File: config.mk
export PLATFORM = sky130hd
export DESIGN_NAME = srtb_policer
export DESIGN_NICKNAME = d
export VERILOG_FILES = /design/src/rtl/srtb_pkg.sv /design/src/rtl/srtb_tick_gen.sv /design/src/rtl/srtb_bucket.sv /design/src/rtl/srtb_result.sv /design/src/rtl/srtb_policer.sv
export SDC_FILE = /design/constraint.sdc
export NUM_CORES = 1
export LEC_CHECK = 0
export CORE_UTILIZATION = 55
export DETAILED_ROUTE_END_ITERATION = 10
export DONT_BUFFER_PORTS = 1
export GPL_ROUTABILITY_DRIVEN = 0
export PLACE_DENSITY_LB_ADDON = 0.3
export REMOVE_ABC_BUFFERS = 1
export SYNTH_ARGS = -nofsm -noshare
export SYNTH_HDL_FRONTEND = slang
export SYNTH_SLANG_ARGS = --single-unit
File: constraint.sdc
create_clock -name clk -period 13.3 [get_ports clk]
set_input_delay 1.33 -clock clk [delete_from_list [all_inputs] [get_ports clk]]
set_output_delay 1.33 -clock clk [all_outputs]
set_load 0.02 [all_outputs]
File: src/rtl/srtb_pkg.sv
package srtb_pkg;
  localparam int FRAC_W    = 8;
  localparam int MAN_W     = 8;
  localparam int EXP_W     = 5;
  localparam int ADJ_MAN_W = 9;
  localparam int DIV_W     = 4;
  localparam int LEN_W     = 16;
  localparam int OFS_W     = 8;
  localparam int ACT_W     = 2;
  localparam int CLR_W     = 2;
  localparam int FP_W      = 48;
  localparam int SUM_W     = FP_W + 2;
  localparam int ZERO_EXP  = 24;

  localparam logic [CLR_W-1:0] CLR_GREEN  = 2'd0;
  localparam logic [CLR_W-1:0] CLR_YELLOW = 2'd1;
  localparam logic [CLR_W-1:0] CLR_RED    = 2'd2;
  localparam logic [ACT_W-1:0] ACT_PASS   = 2'd0;
  localparam logic [ACT_W-1:0] ACT_DROP   = 2'd1;
  localparam logic [1:0]       BLIND_MODE = 2'd3;

  typedef struct packed {
    logic [MAN_W-1:0]     rate_man;
    logic [EXP_W-1:0]     rate_exp;
    logic [DIV_W-1:0]     rate_div;
    logic [MAN_W-1:0]     burst_man;
    logic [EXP_W-1:0]     burst_exp;
    logic [ADJ_MAN_W-1:0] adj_man;
    logic [EXP_W-1:0]     adj_exp;
    logic [OFS_W-1:0]     len_ofs;
    logic                 pkt_mode;
    logic [1:0]           color_mode;
    logic [ACT_W-1:0]     act_green;
    logic [ACT_W-1:0]     act_yellow;
    logic [ACT_W-1:0]     act_red;
  } prof_t;

  // (1 + man/256) * 2^ex tokens, as a count of 1/256 tokens
  function automatic logic [FP_W-1:0] me_to_fp(input logic [MAN_W-1:0] man,
                                               input logic [EXP_W-1:0] ex);
    if (ex == EXP_W'(ZERO_EXP) && man == '0) return '0;
    return FP_W'({1'b1, man}) << ex;
  endfunction

  // per-packet charge in 1/256 tokens, clamped at zero
  function automatic logic [FP_W-1:0] pkt_cost(input logic [LEN_W-1:0]     len,
                                               input logic [OFS_W-1:0]     ofs,
                                               input logic                 pmode,
                                               input logic [ADJ_MAN_W-1:0] am,
                                               input logic [EXP_W-1:0]     ae);
    logic signed [SUM_W-1:0] byte_part;
    logic signed [SUM_W-1:0] adj_part;
    logic signed [SUM_W-1:0] total;
    byte_part = $signed(SUM_W'(len)) - $signed(SUM_W'(ofs));
    byte_part = pmode ? '0 : (byte_part <<< FRAC_W);
    adj_part  = $signed(SUM_W'(am)) - $signed(SUM_W'(1 << FRAC_W));
    adj_part  = adj_part <<< ae;
    total     = byte_part + adj_part;
    if (total < 0) return '0;
    return total[FP_W-1:0];
  endfunction
endpackage

File: src/rtl/srtb_tick_gen.sv
module srtb_tick_gen
  import srtb_pkg::*;
#(
  parameter int CLK_PER_US = 100
) (
  input  logic             clk,
  input  logic             rst_n,
  input  logic             restart,
  input  logic [DIV_W-1:0] rate_div,
  output logic             us_stb,
  output logic             tick
);
  localparam int US_W  = (CLK_PER_US > 1) ? $clog2(CLK_PER_US) : 1;
  localparam int PER_W = (1 << DIV_W) + 1;

  logic [US_W-1:0]  us_cnt;
  logic [PER_W-1:0] per_cnt;
  logic [PER_W-1:0] per_last;

  assign us_stb   = (us_cnt == US_W'(CLK_PER_US - 1));
  assign per_last = (PER_W'(1) << ({1'b0, rate_div} + 5'd1)) - PER_W'(1);
  assign tick     = us_stb && (per_cnt == per_last);

  always_ff @(posedge clk or negedge rst_n) begin
    if (!rst_n) begin
      us_cnt  <= '0;
      per_cnt <= '0;
    end else if (restart) begin
      us_cnt  <= '0;
      per_cnt <= '0;
    end else begin
      us_cnt <= us_stb ? '0 : us_cnt + US_W'(1);
      if (us_stb) per_cnt <= tick ? '0 : per_cnt + PER_W'(1);
    end
  end
endmodule

File: src/rtl/srtb_bucket.sv
module srtb_bucket
  import srtb_pkg::*;
#(
  parameter logic [FP_W-1:0] INIT_LEVEL = '0
) (
  input  logic            clk,
  input  logic            rst_n,
  input  logic            load,
  input  logic [FP_W-1:0] load_level,
  input  logic [FP_W-1:0] ceil_fp,
  input  logic            tick,
  input  logic [FP_W-1:0] refill_fp,
  input  logic            charge,
  input  logic [FP_W-1:0] cost_fp,
  output logic            fits,
  output logic [FP_W-1:0] level
);
  logic [FP_W-1:0] level_d;
  logic [FP_W:0]   after_chg;
  logic [FP_W:0]   with_fill;

  assign fits = (level >= cost_fp);

  always_comb begin
    after_chg = {1'b0, level} - (charge ? {1'b0, cost_fp} : '0);
    with_fill = after_chg + (tick ? {1'b0, refill_fp} : '0);
    level_d   = (with_fill > {1'b0, ceil_fp}) ? ceil_fp : with_fill[FP_W-1:0];
  end

  always_ff @(posedge clk or negedge rst_n) begin
    if (!rst_n)    level <= INIT_LEVEL;
    else if (load) level <= load_level;
    else           level <= level_d;
  end
endmodule

File: src/rtl/srtb_result.sv
module srtb_result
  import srtb_pkg::*;
(
  input  logic             clk,
  input  logic             rst_n,
  input  logic             in_vld,
  input  logic [CLR_W-1:0] in_color,
  input  logic [ACT_W-1:0] act_green,
  input  logic [ACT_W-1:0] act_yellow,
  input  logic [ACT_W-1:0] act_red,
  output logic             res_vld,
  output logic [CLR_W-1:0] res_color,
  output logic [ACT_W-1:0] res_action,
  output logic             res_drop
);
  logic [ACT_W-1:0] act_sel;

  always_comb begin
    case (in_color)
      CLR_GREEN:  act_sel = act_green;
      CLR_YELLOW: act_sel = act_yellow;
      default:    act_sel = act_red;
    endcase
  end

  always_ff @(posedge clk or negedge rst_n) begin
    if (!rst_n) begin
      res_vld    <= 1'b0;
      res_color  <= CLR_GREEN;
      res_action <= ACT_PASS;
      res_drop   <= 1'b0;
    end else begin
      res_vld <= in_vld;
      if (in_vld) begin
        res_color  <= in_color;
        res_action <= act_sel;
        res_drop   <= (act_sel == ACT_DROP);
      end
    end
  end
endmodule

File: src/rtl/srtb_policer.sv
module srtb_policer
  import srtb_pkg::*;
#(
  parameter int CLK_PER_US = 100
) (
  input  logic                 clk,
  input  logic                 rst_n,
  input  logic                 cfg_wr,
  input  logic [MAN_W-1:0]     cfg_rate_man,
  input  logic [EXP_W-1:0]     cfg_rate_exp,
  input  logic [DIV_W-1:0]     cfg_rate_div,
  input  logic [MAN_W-1:0]     cfg_burst_man,
  input  logic [EXP_W-1:0]     cfg_burst_exp,
  input  logic [ADJ_MAN_W-1:0] cfg_adj_man,
  input  logic [EXP_W-1:0]     cfg_adj_exp,
  input  logic [OFS_W-1:0]     cfg_len_ofs,
  input  logic                 cfg_pkt_mode,
  input  logic [1:0]           cfg_color_mode,
  input  logic [ACT_W-1:0]     cfg_act_green,
  input  logic [ACT_W-1:0]     cfg_act_yellow,
  input  logic [ACT_W-1:0]     cfg_act_red,
  input  logic                 pkt_vld,
  input  logic [LEN_W-1:0]     pkt_len,
  input  logic [CLR_W-1:0]     pkt_color,
  output logic                 res_vld,
  output logic [CLR_W-1:0]     res_color,
  output logic [ACT_W-1:0]     res_action,
  output logic                 res_drop
);
  localparam prof_t PROF_RST = '{
    rate_man: '0, rate_exp: '0, rate_div: '0, burst_man: '0, burst_exp: '0,
    adj_man: '0, adj_exp: '0, len_ofs: '0, pkt_mode: 1'b0,
    color_mode: BLIND_MODE, act_green: ACT_PASS, act_yellow: ACT_PASS,
    act_red: ACT_DROP};
  localparam logic [FP_W-1:0] RST_LEVEL = me_to_fp(PROF_RST.burst_man, PROF_RST.burst_exp);

  prof_t prof_q;
  prof_t prof_d;

  always_comb begin
    prof_d.rate_man   = cfg_rate_man;
    prof_d.rate_exp   = cfg_rate_exp;
    prof_d.rate_div   = cfg_rate_div;
    prof_d.burst_man  = cfg_burst_man;
    prof_d.burst_exp  = cfg_burst_exp;
    prof_d.adj_man    = cfg_adj_man;
    prof_d.adj_exp    = cfg_adj_exp;
    prof_d.len_ofs    = cfg_len_ofs;
    prof_d.pkt_mode   = cfg_pkt_mode;
    prof_d.color_mode = cfg_color_mode;
    prof_d.act_green  = cfg_act_green;
    prof_d.act_yellow = cfg_act_yellow;
    prof_d.act_red    = cfg_act_red;
  end

  always_ff @(posedge clk or negedge rst_n) begin
    if (!rst_n)      prof_q <= PROF_RST;
    else if (cfg_wr) prof_q <= prof_d;
  end

  // named internal events
  logic            us_stb;
  logic            tick;
  logic            fits;
  logic            aware_red;
  logic            meter_req;
  logic            charge;
  logic [FP_W-1:0] ceil_fp;
  logic [FP_W-1:0] load_ceil;
  logic [FP_W-1:0] refill_fp;
  logic [FP_W-1:0] cost_fp;
  logic [FP_W-1:0] bkt_level;
  logic [CLR_W-1:0] verdict;

  assign ceil_fp   = me_to_fp(prof_q.burst_man, prof_q.burst_exp);
  assign load_ceil = me_to_fp(prof_d.burst_man, prof_d.burst_exp);
  assign refill_fp = me_to_fp(prof_q.rate_man, prof_q.rate_exp);
  assign cost_fp   = pkt_cost(pkt_len, prof_q.len_ofs, prof_q.pkt_mode,
                              prof_q.adj_man, prof_q.adj_exp);
  assign aware_red = (prof_q.color_mode != BLIND_MODE) && (pkt_color == CLR_RED);
  assign meter_req = pkt_vld && !aware_red;
  assign charge    = meter_req && fits;
  assign verdict   = charge ? CLR_GREEN : CLR_RED;

  srtb_tick_gen #(.CLK_PER_US(CLK_PER_US)) u_tick (
    .clk     (clk),
    .rst_n   (rst_n),
    .restart (cfg_wr),
    .rate_div(prof_q.rate_div),
    .us_stb  (us_stb),
    .tick    (tick)
  );

  srtb_bucket #(.INIT_LEVEL(RST_LEVEL)) u_bucket (
    .clk       (clk),
    .rst_n     (rst_n),
    .load      (cfg_wr),
    .load_level(load_ceil),
    .ceil_fp   (ceil_fp),
    .tick      (tick),
    .refill_fp (refill_fp),
    .charge    (charge),
    .cost_fp   (cost_fp),
    .fits      (fits),
    .level     (bkt_level)
  );

  srtb_result u_result (
    .clk       (clk),
    .rst_n     (rst_n),
    .in_vld    (pkt_vld),
    .in_color  (verdict),
    .act_green (prof_q.act_green),
    .act_yellow(prof_q.act_yellow),
    .act_red   (prof_q.act_red),
    .res_vld   (res_vld),
    .res_color (res_color),
    .res_action(res_action),
    .res_drop  (res_drop)
  );
endmodule

== After elaboration in Yosys (flattened, before gate mapping) ==
Cells that the tools add are included.

* Memory bits (writable): 0
* Memories kept: 0
* Input bits: 83
* Output and inout port bits: 6
* Latch bits: 0
* Word-level logic and storage cells: 83
* Register bits after elaboration: 139
* Bits in read-only memories: 0

* Reductions and logical operators: 13
* Bitwise logic cells: 0
* Order comparisons: 3
* Divide/modulo/power cells: 0
* Multiply operators: 0
* Shift operators: 5
* Muxes and demuxes: 24
* $add $sub $neg: 9
* Equality and inequality tests: 9

{| class="wikitable"
|+ Operators by type and width
! kind !! count
|-
| $mux W48 || 12
|-
| $shl A9 B5 Y48 || 3
|-
| $mux W17 || 3
|-
| $add A50 B50 Y50 || 1
|-
| $lt A50 B1 Y1 const B || 1
|-
| $mux W50 || 1
|-
| $sshl A10 B5 Y50 || 1
|-
| $add A49 B49 Y49 || 1
|-
| $gt A49 B48 Y1 || 1
|-
| $sub A48 B49 Y49 || 1
|-
| $ge A48 B48 Y1 || 1
|-
| $logic_not A8 Y1 || 3
|-
| $add A17 B1 Y17 const B || 1
|-
| $eq A17 B17 Y1 || 1
|-
| $shl A1 B5 Y17 const A || 1
|-
| $sub A16 B8 Y17 || 1
|-
| $sub A17 B2 Y17 const B || 1
|-
| $eq A5 B5 Y1 const B || 3
|-
| $mux W7 || 2
|-
| $sub A9 B9 Y10 const B || 1
|-
| $add A7 B1 Y7 const B || 1
|-
| $eq A7 B7 Y1 const B || 1
|-
| $logic_and A1 B1 Y1 || 7
|-
| $add A4 B1 Y5 const B || 1
|-
| 9 further kinds || 13
|}

== Longest topological paths before layout ==
* Depth in word-level cells: 14
* Depth in mapped cells: 65
* Gate-level depth less buffers: 61

== Hierarchy ==
A second synthesis with hierarchy kept.

* Cells, all modules: 2,545
* Area total of the unflattened synthesis: 19,506.2 um^2

{| class="wikitable"
|+ By module, submodules not included
! module !! times used !! cells an instance !! sequential area each (um^2) !! area an instance (um^2)
|-
| srtb_bucket || 1 || 1,259 || 1,202.4 || 9,514.1
|-
| srtb_policer || 1 || 1,034 || 1,530.2 || 7,806.2
|-
| srtb_tick_gen || 1 || 233 || 600.6 || 1,930.6
|-
| srtb_result || 1 || 19 || 150.1 || 255.2
|}

== Worst setup path before layout ==
OpenSTA, ideal clock, no wires.

* Path type: input port to flip-flop
* From: input port pkt_len[2]
* To: register u_bucket.level[27]
* Library setup time: 0.126 ns
* Arrival time: 14.008 ns
* Stages on the path: 55
* Path buffers: 5
* Path slack: -0.834 ns
* Data required time: 13.174 ns
* Cells stage by stage: ha_1 -> nor2b_1 -> o21ai_0 -> nand2b_1 -> a21oi_1 -> o21bai_1 -> a21o_1 -> nand2_1 -> nand2_1 -> nor4_1 -> ha_1 -> or3b_1 -> o2bb2ai_1 -> a41o_1 -> o31a_1 -> o31ai_2 -> nand2_1 -> a31oi_1 -> [19 not listed] -> a2111oi_4 -> nor4_2 -> a211oi_4 -> o21ai_0 -> xnor2_1 -> ha_1 -> a21oi_1 -> o21ai_1 -> nor4b_1 -> o21ai_0 -> a2111oi_0 -> o221ai_1 -> nor3_1 -> nand4_1 -> or4_1 -> buf_2 -> o21a_1 -> a221o_1

* Cells in the longest elaborated chain, start to end: 14

{| class="wikitable"
|+ Ends and longest elaborated chain
! item !! RTL line !! source
|-
| start: declaration || srtb_policer.sv:23 || <nowiki>input logic [LEN_W-1:0] pkt_len,</nowiki>
|-
| $sub A16 B8 Y17 (*) || srtb_pkg.sv:54 || <nowiki>byte_part = $signed(SUM_W'(len)) - $signed(SUM_W'(ofs));</nowiki>
|-
| $mux W50 (*) || srtb_pkg.sv:55 || <nowiki>byte_part = pmode ? '0 : (byte_part <<< FRAC_W);</nowiki>
|-
| $add A50 B50 Y50 (*) || srtb_pkg.sv:58 || <nowiki>total = byte_part + adj_part;</nowiki>
|-
| $lt A50 B1 Y1 || srtb_pkg.sv:59 || <nowiki>if (total < 0) return '0;</nowiki>
|-
| $mux W1 || srtb_pkg.sv:59 ||
|-
| $mux W48 (*) || srtb_pkg.sv:60 || <nowiki>return total[FP_W-1:0];</nowiki>
|-
| $ge A48 B48 Y1 || srtb_bucket.sv:22 || <nowiki>assign fits = (level >= cost_fp);</nowiki>
|-
| $logic_and A1 B1 Y1 || srtb_policer.sv:82 || <nowiki>assign charge = meter_req && fits;</nowiki>
|-
| $mux W48 (*) || srtb_bucket.sv:25 || <nowiki>after_chg = {1'b0, level} - (charge ? {1'b0, cost_fp} : '0);</nowiki>
|-
| $sub A48 B49 Y49 (*) || srtb_bucket.sv:25 ||
|-
| $add A49 B49 Y49 (*) || srtb_bucket.sv:26 || <nowiki>with_fill = after_chg + (tick ? {1'b0, refill_fp} : '0);</nowiki>
|-
| $gt A49 B48 Y1 || srtb_bucket.sv:27 || <nowiki>level_d = (with_fill > {1'b0, ceil_fp}) ? ceil_fp : with_fill[FP_W-1:0];</nowiki>
|-
| $mux W48 (*) || srtb_bucket.sv:27 ||
|-
| $mux W48 (*) || srtb_bucket.sv:32 || <nowiki>else if (load) level <= load_level;</nowiki>
|-
| end signal: assignment || srtb_bucket.sv:32 ||
|-
| end signal: assignment || srtb_bucket.sv:33 || <nowiki>else level <= level_d;</nowiki>
|-
| end: declaration || srtb_bucket.sv:16 || <nowiki>output logic [FP_W-1:0] level</nowiki>
|}

Every way passes the cells marked *; elsewhere a longest branch is shown, timed or not.
A chain may end at the register's enable or synchronous reset.

== Final worst setup path ==
Ends and elaborated chain as after synthesis.

==> results by group <==
Finish
  • Core Util, Final: 70.6%
  • Post-Layout Cell Count: 3017
  • NumNets Final: 2916
  • N_diodes: 0
  • Fillers: 2370
  • Area grow syn2layout: 26.4%
  • Fraction of layout instances using a drive strength above 1: 24.5%

Yosys
  • Count leader, synth: nand2_1
  • Synth area leader: dfrtp_1
  • Top post-synthesis cells by area: dfrtp_1, ha_1, nand2_1, fa_1, a21oi_1
  • Post-synth top cells: nand2_1, ha_1, nor2_1
  • Yosys top cell area share: 18.7%
  • Netlist cell types: 87
  • Post-synth EDFFs: 0
  • Cells after Synth: 2300
  • Mapped Area: 0.0176 mm2
  • Post-synth ARST share: 100%
  • Seq/Total Area, Yosys: 19.3%
  • Synth warn: 0
  • Synthesis-stage register bit count: 136
  • Avg Inst Size Synth: 7.66 um2
  • Main synth FF type: dfrtp_1

Detailed routing
  • Mean routed wirelength per cell: 20.5 um
  • Number of vias per cell: 6.29
  • DRC marker count from the first detailed-route iteration: 2018
  • Final wirelength: 61.8 mm
  • DR DRC count: 2
  • Via count: 18962
  • Pre-antenna DRT Iters: 11
  • Remaining antenna violation count after routing: 0

Worst setup path
  • Max stage delay on crit path: 580 ps
  • Critical Path Sink Type: flip-flop
  • Crit-path max FO: 8
  • CP arrival: 13760 ps
  • Critical R2R Capture: u_bucket.level[27]
  • Critical path's slowest cell: or4_4
  • WP data required: 13630 ps
  • Depth of the most critical reg-to-reg path: 64
  • Startpoint Class: input port
  • Reg-to-reg startpoint: prof_q[9]
  • R2r setup slk: 320 ps
  • Kind of critical path: in2reg

CTS
  • Worst-path clk slew: 60 ps
  • Clock Path Buffers: 2
  • Num CTS Buffers: 17
  • Skew-Pair Late Insertion Delay: 460 ps
  • H-tree depth: 4
  • CTS tree: done
  • # clock sinks: 136
  • Root Driver: clkbuf_16

STA
  • RSZ-0062 raised after global routing: true
  • Relative slew slack: 27.5%
  • Slew at the pin closest to its max-slew limit: 1080 ps
  • Fin crit share: 101%
  • Tmin final: 13430 ps
  • Final Hold Fails: 0
  • Setup ws final: -130 ps
  • Final Skew: 17.3 ps
  • Max Slew Vio Count: 0
  • Endpoints failing setup: 26
  • Max Fclk: 0.0745 GHz

Status
  • Failing checks: design-rule violations, negative setup slack
  • Outcome: complete, but fails checks

Power
  • Internal power: 1.61 mW
  • Psw: 1.25 mW
  • Clock power frac: 17.6%
  • Total power: 2.85 mW
  • Sw Ratio: 43.8%
  • PwrDens: 128 mW/mm2
  • Logic pwr share: 64.6%
  • Reg power frac: 17.9%
  • Pleak: 10.3 nW
  • IR Drop Worst-Case VDD: 113 uV

Floorplan
  • Die height: 181 um
  • Core ar.: 0.0316 mm2
  • Initial Util: 55.9%
  • # rows: 65
  • Die area: 0.0328 mm2
  • Die span in x: 181 um
  • I/O Pins: 89

Hold path
  • Worst hold-check path type: reg2reg
  • Hold EP: u_tick.us_cnt[0]
  • Hold Path Stages: 1
  • Hold_sp: u_tick.us_cnt[0]

GRT
  • Number of global-route vias before repair: 18086
  • Overflow after GRT: 0
  • Global-route wire length before repair: 93.0 mm
  • Initial antenna violation count: 0
  • Pin count of the biggest net entering global routing: 137
  • Tot GR Track Use: 35.9%

Placement
  • Port buffer count: 0
  • Dpl hpwl: 45.5 mm
  • Placed Cells: 2954
  • Setup WS pre-CTS: -1390 ps

Flow run
  • Max-Cap Viols: 0
placed cells by master (no fill, tap or decap), types with 43 or more instances in the layout:
cell and n:
buf_4 362, nand2_1 252, inv_1 177, nor2_1 175
ha_1 169, a21oi_1 154, o21ai_0 137, dfrtp_1 132
mux2_2 58, nand3_1 52, a21o_1 51, xnor2_1 50
nand2b_1 49, xor2_1 45, nand4_1 43
power by group through the flow:
stage                     clock, mW  sequential (mW)  combinational (mW)
after floorplan                   0            0.495               0.915
after global placement            0            0.509                1.49
after detailed placement          0            0.512                1.53
after CTS                     0.503            0.505                1.60
after global routing          0.521            0.514                1.98
final                         0.501            0.511                1.84
worst max path at each step:
stage,cells after the start,start,slack [ps],end
global placement,61,pkt_len[1],-1020,u_bucket.level[31]
global route,66,pkt_len[0],-610,u_bucket.level[18]
detailed placement,62,pkt_len[1],-1390,u_bucket.level[27]
CTS,66,pkt_len[0],2,u_bucket.level[27]
floorplan,50,pkt_len[2],-3130,u_bucket.level[0]
finish,63,pkt_len[2],-130,u_bucket.level[27]
through the flow:
step                      TNS (ps)  hold slack (ps)  instance area, um2
after detailed placement    -50210              477               20400
after global routing        -17520              514               22300
after floorplan            -111040              455               17200
after CTS                        0              484               21200
after global placement      -35880              469               20400
final                        -1740              482               22300
cell type report:
type	count	area [um2]	area share, %
well taps	402	503	2.26
multi-input cells	1874	14000	62.9
flip-flops and latches	136	3410	15.3
clock inverters	12	151	0.679
repair buffers	387	3050	13.7
clock buffers	20	447	2.00
inverters	186	708	3.18
kinds of logic (layout without fill, tap and decap cells):
| logic type | Yosys count | in the layout | synth area share [%] |
|---|---|---|---|
| simple gates | 789 | 789 | 21.5 |
| compound gates | 646 | 646 | 23.6 |
| buf+inv | 306 | 605 | 6.79 |
| fa+ha+maj | 231 | 231 | 18.2 |
| flops | 136 | 136 | 19.3 |
| xor+xnor | 100 | 100 | 4.97 |
| mux | 90 | 90 | 5.59 |
| other cells | 2 | 18 | 0.0426 |
state kept, by name, indices dropped and copies added, names as in the netlist:
signal and flops:
u_tick.per_cnt 17, u_result.res_action 2, u_result.res_vld 1, u_result.res_drop 1, u_result.res_color 1, u_tick.us_cnt 7
prof_q 59, u_bucket.level 48
routing by layer:
metal | up-vias | wire length (um) | track usage [%]
li1 | 8753 | - | -
met1 | 8888 | 24400 | 46.2
met2 | 1058 | 27500 | 55.7
met3 | 263 | 5670 | 6.87
met4 | 0 | 4230 | 21.9
met5 | - | 0 | 0
critical path: cells and delay by family:
kind	cells	cell delay (ps)
and+or+nand+nor	22	4480
AOI/OAI and AO/OA	22	4040
adders and majority gates	6	1960
buffers and inverters	11	1640
xor gates and xnor gates	2	260
repair_timing:
item,4_1_cts,5_1_grt
cloned,0,1
gates resized for setup,38,173
hold buffers,0,0
buffers inserted,7,28
pin swaps,26,112
setup endpoints to repair,40,40
No activity file was read; power rests on OpenSTA's default activity.
